[config.mk]
export PLATFORM = sky130hd
export DESIGN_NAME = adc_winctl
export DESIGN_NICKNAME = d
export VERILOG_FILES = /design/src/rtl/adc_winctl_pkg.sv /design/src/rtl/adc_trig_mux.sv /design/src/rtl/adc_conv_seq.sv /design/src/rtl/adc_win_cmp.sv /design/src/rtl/adc_winctl.sv
export SDC_FILE = /design/constraint.sdc
export NUM_CORES = 1
export LEC_CHECK = 0
export BUFFER_PORTS_ARGS = -buffer_cell sky130_fd_sc_hd__clkbuf_2
export CELL_PAD_IN_SITES_DETAIL_PLACEMENT = 1
export CELL_PAD_IN_SITES_GLOBAL_PLACEMENT = 1
export CORE_UTILIZATION = 31
export CTS_CLUSTER_SIZE = 14
export DETAILED_ROUTE_END_ITERATION = 8
export MAX_ROUTING_LAYER = met4
export PLACE_DENSITY = 0.87
export SLEW_MARGIN = 20
export SYNTH_ARGS = -nofsm -noshare
export SYNTH_HDL_FRONTEND = slang
export SYNTH_HIERARCHICAL = 1
export SYNTH_SLANG_ARGS = --single-unit
[constraint.sdc]
create_clock -name clk -period 1.75 [get_ports clk]
set_input_delay 0.0875 -clock clk [delete_from_list [all_inputs] [get_ports clk]]
set_output_delay 0.0875 -clock clk [all_outputs]
set_load 0.02 [all_outputs]
[src/rtl/adc_winctl_pkg.sv]
package adc_winctl_pkg;
   typedef enum logic [2:0] {
      SRC_CMD  = 3'd0,
      SRC_TMR0 = 3'd1,
      SRC_TMR1 = 3'd2,
      SRC_TMR2 = 3'd3,
      SRC_PIN  = 3'd4
   } start_src_e;
endpackage

[src/rtl/adc_trig_mux.sv]
module adc_trig_mux
   import adc_winctl_pkg::*;
#(
   parameter int SYNC_STAGES = 2
) (
   input  logic       clk,
   input  logic       rst_n,
   input  logic [2:0] sel,
   input  logic       cmd,
   input  logic       t0,
   input  logic       t1,
   input  logic       t2,
   input  logic       pin_async,
   output logic       trig
);
   localparam int LAST = SYNC_STAGES - 1;

   if (SYNC_STAGES < 2) begin : g_bad_sync
      $error("SYNC_STAGES must be at least 2");
   end

   logic [SYNC_STAGES-1:0] sync_q;
   logic                   prev_q;
   logic                   pin_rise;

   for (genvar g = 0; g < SYNC_STAGES; g++) begin : g_sync
      if (g == 0) begin : g_first
         always_ff @(posedge clk) begin
            if (!rst_n) sync_q[g] <= 1'b0;
            else        sync_q[g] <= pin_async;
         end
      end else begin : g_next
         always_ff @(posedge clk) begin
            if (!rst_n) sync_q[g] <= 1'b0;
            else        sync_q[g] <= sync_q[g-1];
         end
      end
   end

   always_ff @(posedge clk) begin
      if (!rst_n) prev_q <= 1'b0;
      else        prev_q <= sync_q[LAST];
   end

   assign pin_rise = sync_q[LAST] & ~prev_q;

   always_comb begin
      case (sel)
         SRC_CMD:  trig = cmd;
         SRC_TMR0: trig = t0;
         SRC_TMR1: trig = t1;
         SRC_TMR2: trig = t2;
         SRC_PIN:  trig = pin_rise;
         default:  trig = 1'b0;
      endcase
   end
endmodule

[src/rtl/adc_conv_seq.sv]
module adc_conv_seq (
   input  logic clk,
   input  logic rst_n,
   input  logic enable,
   input  logic trig,
   input  logic valid,
   output logic start,
   output logic busy,
   output logic capture
);
   logic fire;
   logic start_q;
   logic busy_q;

   assign fire    = enable & trig & ~busy_q;
   assign capture = valid & busy_q;

   always_ff @(posedge clk) begin
      if (!rst_n) begin
         start_q <= 1'b0;
         busy_q  <= 1'b0;
      end else begin
         start_q <= fire;
         if (fire)         busy_q <= 1'b1;
         else if (capture) busy_q <= 1'b0;
      end
   end

   assign start = start_q;
   assign busy  = busy_q;
endmodule

[src/rtl/adc_win_cmp.sv]
module adc_win_cmp #(
   parameter int DATA_W = 8
) (
   input  logic [DATA_W-1:0] sample,
   input  logic [DATA_W-1:0] lo,
   input  logic [DATA_W-1:0] hi,
   input  logic              want_inside,
   output logic              hit
);
   logic in_range;

   assign in_range = (sample >= lo) && (sample <= hi);
   assign hit      = want_inside ? in_range : ~in_range;
endmodule

[src/rtl/adc_winctl.sv]
module adc_winctl #(
   parameter int DATA_W      = 8,
   parameter int SYNC_STAGES = 2
) (
   input  logic              clk,
   input  logic              rst_n,
   input  logic              enable,
   input  logic [2:0]        trig_sel,
   input  logic              sw_start,
   input  logic              tmr0_ovf,
   input  logic              tmr1_ovf,
   input  logic              tmr2_ovf,
   input  logic              ext_start,
   output logic              conv_start,
   input  logic              conv_valid,
   input  logic [DATA_W-1:0] conv_data,
   output logic              busy,
   output logic [DATA_W-1:0] result,
   output logic              done_flag,
   input  logic              done_clr,
   input  logic              done_ie,
   output logic              done_irq,
   input  logic [DATA_W-1:0] win_lo,
   input  logic [DATA_W-1:0] win_hi,
   input  logic              win_inside,
   input  logic              win_clr,
   output logic              win_irq
);
   if (DATA_W < 2) begin : g_bad_width
      $error("DATA_W must be at least 2");
   end

   logic              trig;
   logic              capture;
   logic              hit;
   logic [DATA_W-1:0] result_q;
   logic              done_q;
   logic              win_q;

   adc_trig_mux #(.SYNC_STAGES(SYNC_STAGES)) u_mux (
      .clk       (clk),
      .rst_n     (rst_n),
      .sel       (trig_sel),
      .cmd       (sw_start),
      .t0        (tmr0_ovf),
      .t1        (tmr1_ovf),
      .t2        (tmr2_ovf),
      .pin_async (ext_start),
      .trig      (trig)
   );

   adc_conv_seq u_seq (
      .clk     (clk),
      .rst_n   (rst_n),
      .enable  (enable),
      .trig    (trig),
      .valid   (conv_valid),
      .start   (conv_start),
      .busy    (busy),
      .capture (capture)
   );

   adc_win_cmp #(.DATA_W(DATA_W)) u_cmp (
      .sample      (conv_data),
      .lo          (win_lo),
      .hi          (win_hi),
      .want_inside (win_inside),
      .hit         (hit)
   );

   always_ff @(posedge clk) begin
      if (!rst_n) begin
         result_q <= '0;
         done_q   <= 1'b0;
         win_q    <= 1'b0;
      end else begin
         if (capture) result_q <= conv_data;

         if (capture)       done_q <= 1'b1;
         else if (done_clr) done_q <= 1'b0;

         if (capture && hit) win_q <= 1'b1;
         else if (win_clr)   win_q <= 1'b0;
      end
   end

   assign result    = result_q;
   assign done_flag = done_q;
   assign done_irq  = done_q & done_ie;
   assign win_irq   = win_q;
endmodule

==> flow_summary.json, run 1 <==
{
  "finalMaxSlewViolations": 0,
  "wl_per_cell_microns": 12.0,
  "synth_cell_types": 30,
  "final_cell_mix": "clkbuf_2, inv_1, ha_1",
  "place_ws_ns": -0.0361,
  "synth_area_sq_um": 990,
  "viasPerCell": 4.61,
  "hold_ws_ns": 0.0832,
  "arrival_ns": 1.68,
  "yosys_warnings": 6,
  "cts_made_buffers": 3,
  "reg2reg_depth": 4,
  "row_count": 20,
  "cts_sinks": 15,
  "ys_ff_latch": 15,
  "yosysSeqAreaShare_pct": 30.3,
  "hp-class": "input pin to flop",
  "dpl.hpwl_mm": 2.12,
  "core_sq_mm": 0.00305,
  "synth_edf_count": 0,
  "initial_core_util_pct": 32.4,
  "antenna_found_initial": 0,
  "clk_pin_slew_worst_paths_ns": 0.08,
  "worstPathCellList": "clkbuf_2 > ha_1 > nor2b_4 > o211ai_2 > a21oi_2 > a2111oi_2 > a2bb2oi_2 > xnor2_1 > nand2_1 > a21boi_1",
  "track_usage_pct": 17.4,
  "num_vias": 935,
  "drtAntennaViolNets": 0,
  "path_class": "input pin to flop",
  "drc": 0,
  "crit_path_max_fanout": 3,
  "layout_min_cycle_time_ns": 1.47,
  "regToRegEndpoint": "u_seq/busy",
  "fin_tns_setup_ns": 0,
  "die_w_microns": 58.5,
  "min_delay_path_depth": 3,
  "crit_buf_inv": 1,
  "cts_setup_buffers": 0,
  "power.density_mw_per_mm2": 556,
  "synthCells": 103,
  "nNetsFinal": 216,
  "pin_count": 53,
  "cp-end-kind": "flop",
  "globalRouteOverflowTotal": 0,
  "power_uw": 740,
  "power.leakage_uw": 0.000689,
  "route.met3.wl_microns": 133,
  "cts.path.max_buffers": 2,
  "finalClockSkew_ns": 0.000792,
  "r2r_slack_ns": 0.58,
  "ys_async_sr_fraction_pct": 0,
  "cp_top_family": "compound AO/OA/AOI/OAI gates",
  "die_area_sq_mm": 0.00342,
  "area_growth_pct": 34.4,
  "hold_viol_final": 0,
  "num_antenna_cells": 0,
  "synth_fp_nets": 159,
  "fmax_mhz": 682,
  "slowest_delay_ns": 0.32,
  "grt_pass1_vias": 1052,
  "hp-start": "conv_data[0]",
  "portBuffers": 52,
  "design_area_sq_mm": 0.00133,
  "finalSetupViolations": 0,
  "min_period_over_period_pct": 83.8,
  "maxSlewHeadroom_pct": 79.2,
  "clock-root-buffer": "clkbuf_4",
  "ir_worst_vdd_mv": 0.357,
  "rsz0062_at_grt": "no",
  "drtPass1Iterations": 2,
  "drt-met1-wl_microns": 985,
  "drive_gt1_share_pct": 39.6,
  "layout_commonest_cell": "clkbuf_2",
  "synth-main-ff-cell": "dfxtp_1",
  "fp.dieH_microns": 58.5,
  "cts_max_level": 1,
  "clk_latency_ns": 0.28,
  "cts_tree": "built",
  "grt_max_degree": 16,
  "start_kind": "input pin",
  "drtIter0Drc": 18,
  "top_layer": "met4",
  "tightestPinTransition_ns": 0.311,
  "syn_avg_cell_area_sq_um": 9.61,
  "max_cap_violations": 0,
  "r2r_start": "u_mux/sync_q[1]",
  "crit_required_ns": 1.97,
  "cpMaxStageDelayCell": "ha_1",
  "gp_congestion": 0.761,
  "min_to": "result[0]",
  "grt_pass1_wl_mm": 4.31,
  "outcome": "finished clean",
  "dpl_cell_area_sq_mm": 0.00129,
  "met2_wirelength_mm": 1.31,
  "finalWirelength_mm": 2.45,
  "worst_slack_ns": 0.284
}
==> final cells by class <==
type                       count  area (sq um)
timing repair buffer          53           270
inverter                      17          63.8
sequential                    15           300
fill                         394          1720
clock buffer                   4          26.3
tap                           44          55.1
multi-input combinational     70           614
==> cells by family (layout without fill, tap and decap cells) <==
group	after synthesis	after routing	synth area share, %
AND/OR/NAND/NOR	28	28	17.8
flip-flops	15	15	30.3
buffers and inverters	18	74	7.59
multiplexers	10	10	11.5
XOR/XNOR	1	1	0.885
AO/OA/AOI/OAI	15	15	11.6
adder cells (fa/ha/maj)	16	16	20.2
==> power breakdown <==
group          leakage (uW)  switching (uW)  internal, uW
clock             0.0000150             106          88.5
sequential         0.000122            4.53           350
combinational      0.000552            91.3          99.2
total              0.000689             202           538
==> synth_stat cells (2+ instances only) <==
master / count / share of area (%)
dfxtp_1: 15 / 30
o21ai_0: 2 / 1.0
nand4_1: 2 / 1.3
nor2_1: 3 / 1.1
and2_1: 4 / 2.5
nand2_1: 3 / 1.1
ha_1: 16 / 20
nor2b_1: 9 / 5.7
inv_1: 17 / 6.4
a21oi_1: 5 / 2.5
mux2i_1: 8 / 8.1
==> layer usage <==
layer	global-route usage [%]	vias up
met4	4.08	0
met5	-	-
met2	33.2	34
met3	4.62	4
li1	-	467
met1	17.6	430
==> metrics by stage <==
stage | utilization, % | instances
3_3_place_gp | 42.4 | 198
5_1_grt | 43.6 | 203
3_5_place_dp | 42.4 | 198
2_1_floorplan | - | 103
4_1_cts | 43.6 | 203
6_report | 43.6 | 203
==> registers in the layout, indices dropped and copies added, names as in the netlist <==
signal and count:
u_mux/sync_q 2, u_seq/busy 1, done_flag 1, result 8
win_irq 1, u_seq/start 1, u_mux/prev_q 1
==> how the worst max path moves through the flow <==
stage | endpoint | from | cells after the start | slack [ns]
final | win_irq | conv_data[1] | 10 | 0.28
after global routing | win_irq | conv_data[1] | 10 | 0.19
after CTS | win_irq | conv_data[1] | 10 | 0.26
after detailed placement | win_irq | conv_data[1] | 10 | -0.04
after global placement | win_irq | conv_data[1] | 10 | 0.05
after floorplan | win_irq | win_hi[1] | 10 | 0.23
==> tightest hold or removal path, delay by kind of cell <==
family	cells	cell delay, ns
multiplexers	1	0.06
buffers and inverters	1	0.09
AND/OR/NAND/NOR	1	0.09
==> repair_timing <==
action	4_1_cts	5_1_grt
endpoints found under the setup margin	0	0
hold endpoints to repair	1	0
hold buffers	1	0
resized for setup	0	0
(Power assumes the default switching activity.)
==> inputs of run 2 (changes only) <==
--- a/config.mk
+++ b/config.mk
@@ -8,11 +8,11 @@
 export BUFFER_PORTS_ARGS = -buffer_cell sky130_fd_sc_hd__clkbuf_2
 export CELL_PAD_IN_SITES_DETAIL_PLACEMENT = 1
 export CELL_PAD_IN_SITES_GLOBAL_PLACEMENT = 1
-export CORE_UTILIZATION = 31
+export CORE_UTILIZATION = 28
 export CTS_CLUSTER_SIZE = 14
 export DETAILED_ROUTE_END_ITERATION = 8
 export MAX_ROUTING_LAYER = met4
-export PLACE_DENSITY = 0.87
+export PLACE_DENSITY = 0.83
 export SLEW_MARGIN = 20
 export SYNTH_ARGS = -nofsm -noshare
 export SYNTH_HDL_FRONTEND = slang
==> constraint.sdc (replaced) <==
create_clock -name clk -period 1.3 [get_ports clk]
set_input_delay 0.065 -clock clk [delete_from_list [all_inputs] [get_ports clk]]
set_output_delay 0.065 -clock clk [all_outputs]
set_load 0.02 [all_outputs]
==> run 2 against run 1 <==
Net effect: final cell count grew 5.4%; critical endpoint unchanged; flip-flop and latch count is the same; sequential share of layout area shrank 2.7 points; critical path depth grew 1.
==> flow_summary.json, run 2 (synthesized netlist as in run 1, its figures left out) <==
{
  "clk_pin_slew_worst_paths_ns": 0.08,
  "cts_setup_buffers": 0,
  "globalRouteOverflowTotal": 0,
  "finalWirelength_mm": 2.64,
  "start_kind": "input pin",
  "cts_made_buffers": 3,
  "power.leakage_uw": 0.000746,
  "crit_path_max_fanout": 2,
  "rsz0062_at_grt": "yes",
  "nNetsFinal": 225,
  "cts.path.max_buffers": 2,
  "gp_congestion": 0.770,
  "pin_count": 53,
  "die_area_sq_mm": 0.00378,
  "fmax_mhz": 791,
  "path_class": "input pin to flop",
  "tightestPinTransition_ns": 0.290,
  "hold_viol_final": 0,
  "power.density_mw_per_mm2": 703,
  "drc": 0,
  "portBuffers": 52,
  "clk_latency_ns": 0.28,
  "finalClockSkew_ns": 0.00667,
  "cts_sinks": 15,
  "drtPass1Iterations": 4,
  "wl_per_cell_microns": 12.3,
  "dpl.hpwl_mm": 2.29,
  "num_vias": 966,
  "cts_tree": "built",
  "cp-end-kind": "flop",
  "finalSetupViolations": 0,
  "layout_min_cycle_time_ns": 1.26,
  "power_uw": 1060,
  "area_growth_pct": 52.8,
  "dpl_cell_area_sq_mm": 0.00140,
  "die_w_microns": 61.5,
  "row_count": 21,
  "viasPerCell": 4.51,
  "drtAntennaViolNets": 0,
  "maxSlewHeadroom_pct": 80.4,
  "crit_required_ns": 1.52,
  "finalMaxSlewViolations": 0,
  "num_antenna_cells": 0,
  "design_area_sq_mm": 0.00151,
  "final_cell_mix": "clkbuf_2, dfxtp_1, inv_1",
  "min_period_over_period_pct": 97.3,
  "antenna_found_initial": 0,
  "grt_pass1_wl_mm": 4.33,
  "drtIter0Drc": 22,
  "outcome": "finished clean",
  "initial_core_util_pct": 29.4,
  "fp.dieH_microns": 61.5,
  "ir_worst_vdd_mv": 0.484,
  "grt_max_degree": 16,
  "largest_reg_flops": 8,
  "cts_max_level": 1,
  "core_sq_mm": 0.00336,
  "layout_commonest_cell": "clkbuf_2",
  "max_cap_violations": 0,
  "drive_gt1_share_pct": 48.2,
  "clock-root-buffer": "clkbuf_4",
  "hp-class": "input pin to flop",
  "grt_pass1_vias": 1026,
  "arrival_ns": 1.48,
  "track_usage_pct": 16.2
}
## run 2: cell count changes in the layout (fill, tap and decap cells not counted), sizes merged
| cell | previous run | this run |
|---|---|---|
| buf | 0 | 10 |
| clkbuf | 56 | 55 |
## run 2: where the power goes
group / leakage [uW] / internal [uW] / total, uW / switching (uW)
Combinational: 0.000610 / 183 / 331 / 148
Sequential: 0.000122 / 472 / 478 / 5.76
Clock: 0.0000150 / 119 / 254 / 135
Total: 0.000746 / 774 / 1060 / 289
## run 2: worst paths after layout
kind                      to  slack (ns)            start  depth (start not counted)
max                  win_irq        0.04        win_hi[1]                         11
min                  win_irq        0.04          win_clr                          3
max reg2reg       u_seq/busy        0.09     u_mux/prev_q                          4
min reg2reg  u_mux/sync_q[1]        0.44  u_mux/sync_q[0]                          1
## run 2: worst max-delay path: stages
cell,delay (ns)
clkbuf_16,0.13
inv_12,0.04
ha_4,0.18
nor2b_4,0.12
o211ai_2,0.14
a21oi_2,0.09
a2111oi_4,0.21
a2bb2oi_2,0.18
xnor2_1,0.13
nand2_1,0.07
a21boi_1,0.12
## run 2: final cells by class
cell class	count	area, sq um
Inverter	17	76.3
Tap cell	46	57.6
Timing Repair Buffer	62	364
Multi-Input combinational cell	70	688
Clock buffer	4	26.3
Sequential cell	15	300
Fill cell	427	1850
## run 2: metrics by stage
stage          worst slack (ns)  util, %  instances  hold WS (ns)  setup TNS, ns
2_1_floorplan            -0.110        -        103         0.183         -0.110
3_3_place_gp             -0.370     41.7        209         0.268         -0.433
3_5_place_dp             -0.442     41.7        209         0.269         -0.535
4_1_cts                 -0.0514     43.8        214        0.0406        -0.0514
5_1_grt                 -0.0750     45.0        214        0.0506        -0.0750
6_report                 0.0353     45.0        214        0.0416              0
## run 2: repair_timing
action / CTS / global route
pin swaps: 7 / 3
resized for setup: 5 / 7
endpoints found under the hold margin: 1 / 0
hold buffers: 1 / 0
endpoints found under the setup margin: 1 / 1
## run 2: layer usage
metal / part of all wire [%] / GRT usage (%) / up-vias
met3: 3.5 / 3.15 / 2
met1: 39 / 15.9 / 455
met2: 57 / 32.6 / 27
li1: - / - / 482
met4: 0.45 / 2.86 / 0
met5: 0 / - / -
==> inputs of run 3 (changes only) <==
--- a/config.mk
+++ b/config.mk
@@ -13,7 +13,8 @@
 export DETAILED_ROUTE_END_ITERATION = 8
 export MAX_ROUTING_LAYER = met4
 export PLACE_DENSITY = 0.83
-export SLEW_MARGIN = 20
+export SETUP_SLACK_MARGIN = 0.1
+export SLEW_MARGIN = 5
 export SYNTH_ARGS = -nofsm -noshare
 export SYNTH_HDL_FRONTEND = slang
 export SYNTH_HIERARCHICAL = 1
==> run 3 against run 2 <==
Net effect: final cell count unchanged; clock-buffer cell count is the same; worst setup slack better by 0.0050 ns; power grew 0.36%; routed wire length is 1.2% lower; worst hold slack gained 0.0029 ns; register-to-register slack improved by 0.05 ns; sequential power barely moved; critical path depth is the same; via count down 0.72%; critical path type unchanged.
==> flow_summary.json, run 3 (synthesized netlist as in run 1, its figures left out) <==
{
  "min_period_over_period_pct": 96.9,
  "crit_required_ns": 1.51,
  "drc": 0,
  "finalWirelength_mm": 2.61,
  "grt_max_degree": 16,
  "finalSetupViolations": 0,
  "finalClockSkew_ns": 0.00289,
  "num_vias": 959,
  "cts_setup_buffers": 0,
  "cts.path.max_buffers": 2,
  "fill_cells": 428,
  "track_usage_pct": 16.2,
  "drive_gt1_share_pct": 49.4,
  "fp.dieH_microns": 61.5,
  "rsz0062_at_grt": "yes",
  "die_w_microns": 61.5,
  "arrival_ns": 1.47,
  "fmax_mhz": 794,
  "cts_made_buffers": 3,
  "cts_tree": "built",
  "path_class": "input pin to flop",
  "hp-class": "input pin to flop",
  "final_cell_mix": "clkbuf_2, inv_1, dfxtp_1",
  "grt_pass1_vias": 1026,
  "drtPass1Iterations": 2,
  "power.density_mw_per_mm2": 696,
  "clock-root-buffer": "clkbuf_4",
  "cts_max_level": 1,
  "core_sq_mm": 0.00336,
  "power.leakage_uw": 0.000753,
  "drtIter0Drc": 13,
  "initial_core_util_pct": 29.4,
  "globalRouteOverflowTotal": 0,
  "cp-end-kind": "flop",
  "row_count": 21,
  "antenna_found_initial": 0,
  "outcome": "finished clean",
  "portBuffers": 52,
  "route.met3.wl_microns": 89,
  "wl_per_cell_microns": 12.2,
  "cts_sinks": 15,
  "start_kind": "input pin",
  "met2_wirelength_mm": 1.49,
  "dpl_cell_area_sq_mm": 0.00140,
  "crit_path_max_fanout": 2,
  "layout_min_cycle_time_ns": 1.26,
  "largest_reg_flops": 8,
  "layout_commonest_cell": "clkbuf_2",
  "drt-met1-wl_mm": 1.01,
  "max_cap_violations": 0,
  "finalMaxSlewViolations": 0,
  "hold_ws_ns": 0.0445,
  "drtAntennaViolNets": 0,
  "clk_pin_slew_worst_paths_ns": 0.08,
  "die_area_sq_mm": 0.00378,
  "seq_area_sq_um": 302,
  "tightestPinTransition_ns": 0.265,
  "grt_pass1_wl_mm": 4.33,
  "viasPerCell": 4.48,
  "ir_worst_vdd_mv": 0.440,
  "top_layer": "met4",
  "design_area_sq_mm": 0.00153,
  "area_growth_pct": 55.0,
  "hold_viol_final": 0,
  "clk_latency_ns": 0.28,
  "num_antenna_cells": 0,
  "multi_input_area_sq_um": 708,
  "pin_count": 53,
  "nNetsFinal": 225,
  "dpl.hpwl_mm": 2.29,
  "maxSlewHeadroom_pct": 82.3,
  "gp_congestion": 0.770
}
## run 3: cell counts in the layout (fill, tap and decap cells not counted)
No cell type changed its count.
## run 3: power by group
| group | leakage, uW | switching, uW | internal [uW] |
|---|---|---|---|
| clock | 0.0000150 | 134 | 119 |
| sequential | 0.000122 | 6.37 | 472 |
| combinational | 0.000616 | 149 | 186 |
## run 3: final timing paths
kind,from,to,slack [ns],cells past startpoint
max,win_hi[1],win_irq,0.04,11
min,win_clr,win_irq,0.04,3
max reg2reg,u_mux/sync_q[1],u_seq/busy,0.14,4
min reg2reg,u_mux/sync_q[0],u_mux/sync_q[1],0.45,1
## run 3: timing repair
| item | 4_1_cts | 5_1_grt |
|---|---|---|
| gates resized for setup | 5 | 12 |
| endpoints found under the hold margin | 1 | 0 |
| pin swaps | 7 | 3 |
| hold buffers | 1 | 0 |
| endpoints found under the setup margin | 1 | 5 |
## run 3: final cells by class
type                            instances  share of cell area [%]
Tap cell                               46                    3.75
Multi-Input combinational cell         70                    46.2
Clock buffer                            4                    1.71
Timing Repair Buffer                   62                    23.7
Sequential cell                        15                    19.7
Inverter                               17                    4.98
## run 3: per-layer routing
| metal | up-vias | GRT usage, % |
|---|---|---|
| met2 | 27 | 32.6 |
| met3 | 2 | 3.15 |
| li1 | 482 | - |
| met1 | 448 | 15.9 |
| met5 | - | - |
| met4 | 0 | 2.86 |
## run 3: per-stage QoR
step	utilization (%)	TNS (ns)	setup WS (ns)	total power [uW]	std cells
after CTS	43.8	-0.0514	-0.0514	1060	214
after detailed placement	41.7	-0.535	-0.442	786	209
after global routing	45.6	-0.0694	-0.0694	1140	214
after global placement	41.7	-0.433	-0.370	765	209
final	45.6	0	0.0404	1070	214
after floorplan	-	-0.110	-0.110	645	103
## run 3: critical path, stage by stage
cell       delay [ns]
clkbuf_16        0.13
inv_12           0.04
ha_4             0.18
nor2b_4          0.12
o211ai_2         0.14
a21oi_2          0.09
a2111oi_4        0.21
a2bb2oi_2        0.18
xnor2_1          0.13
nand2_1          0.07
a21boi_1         0.11
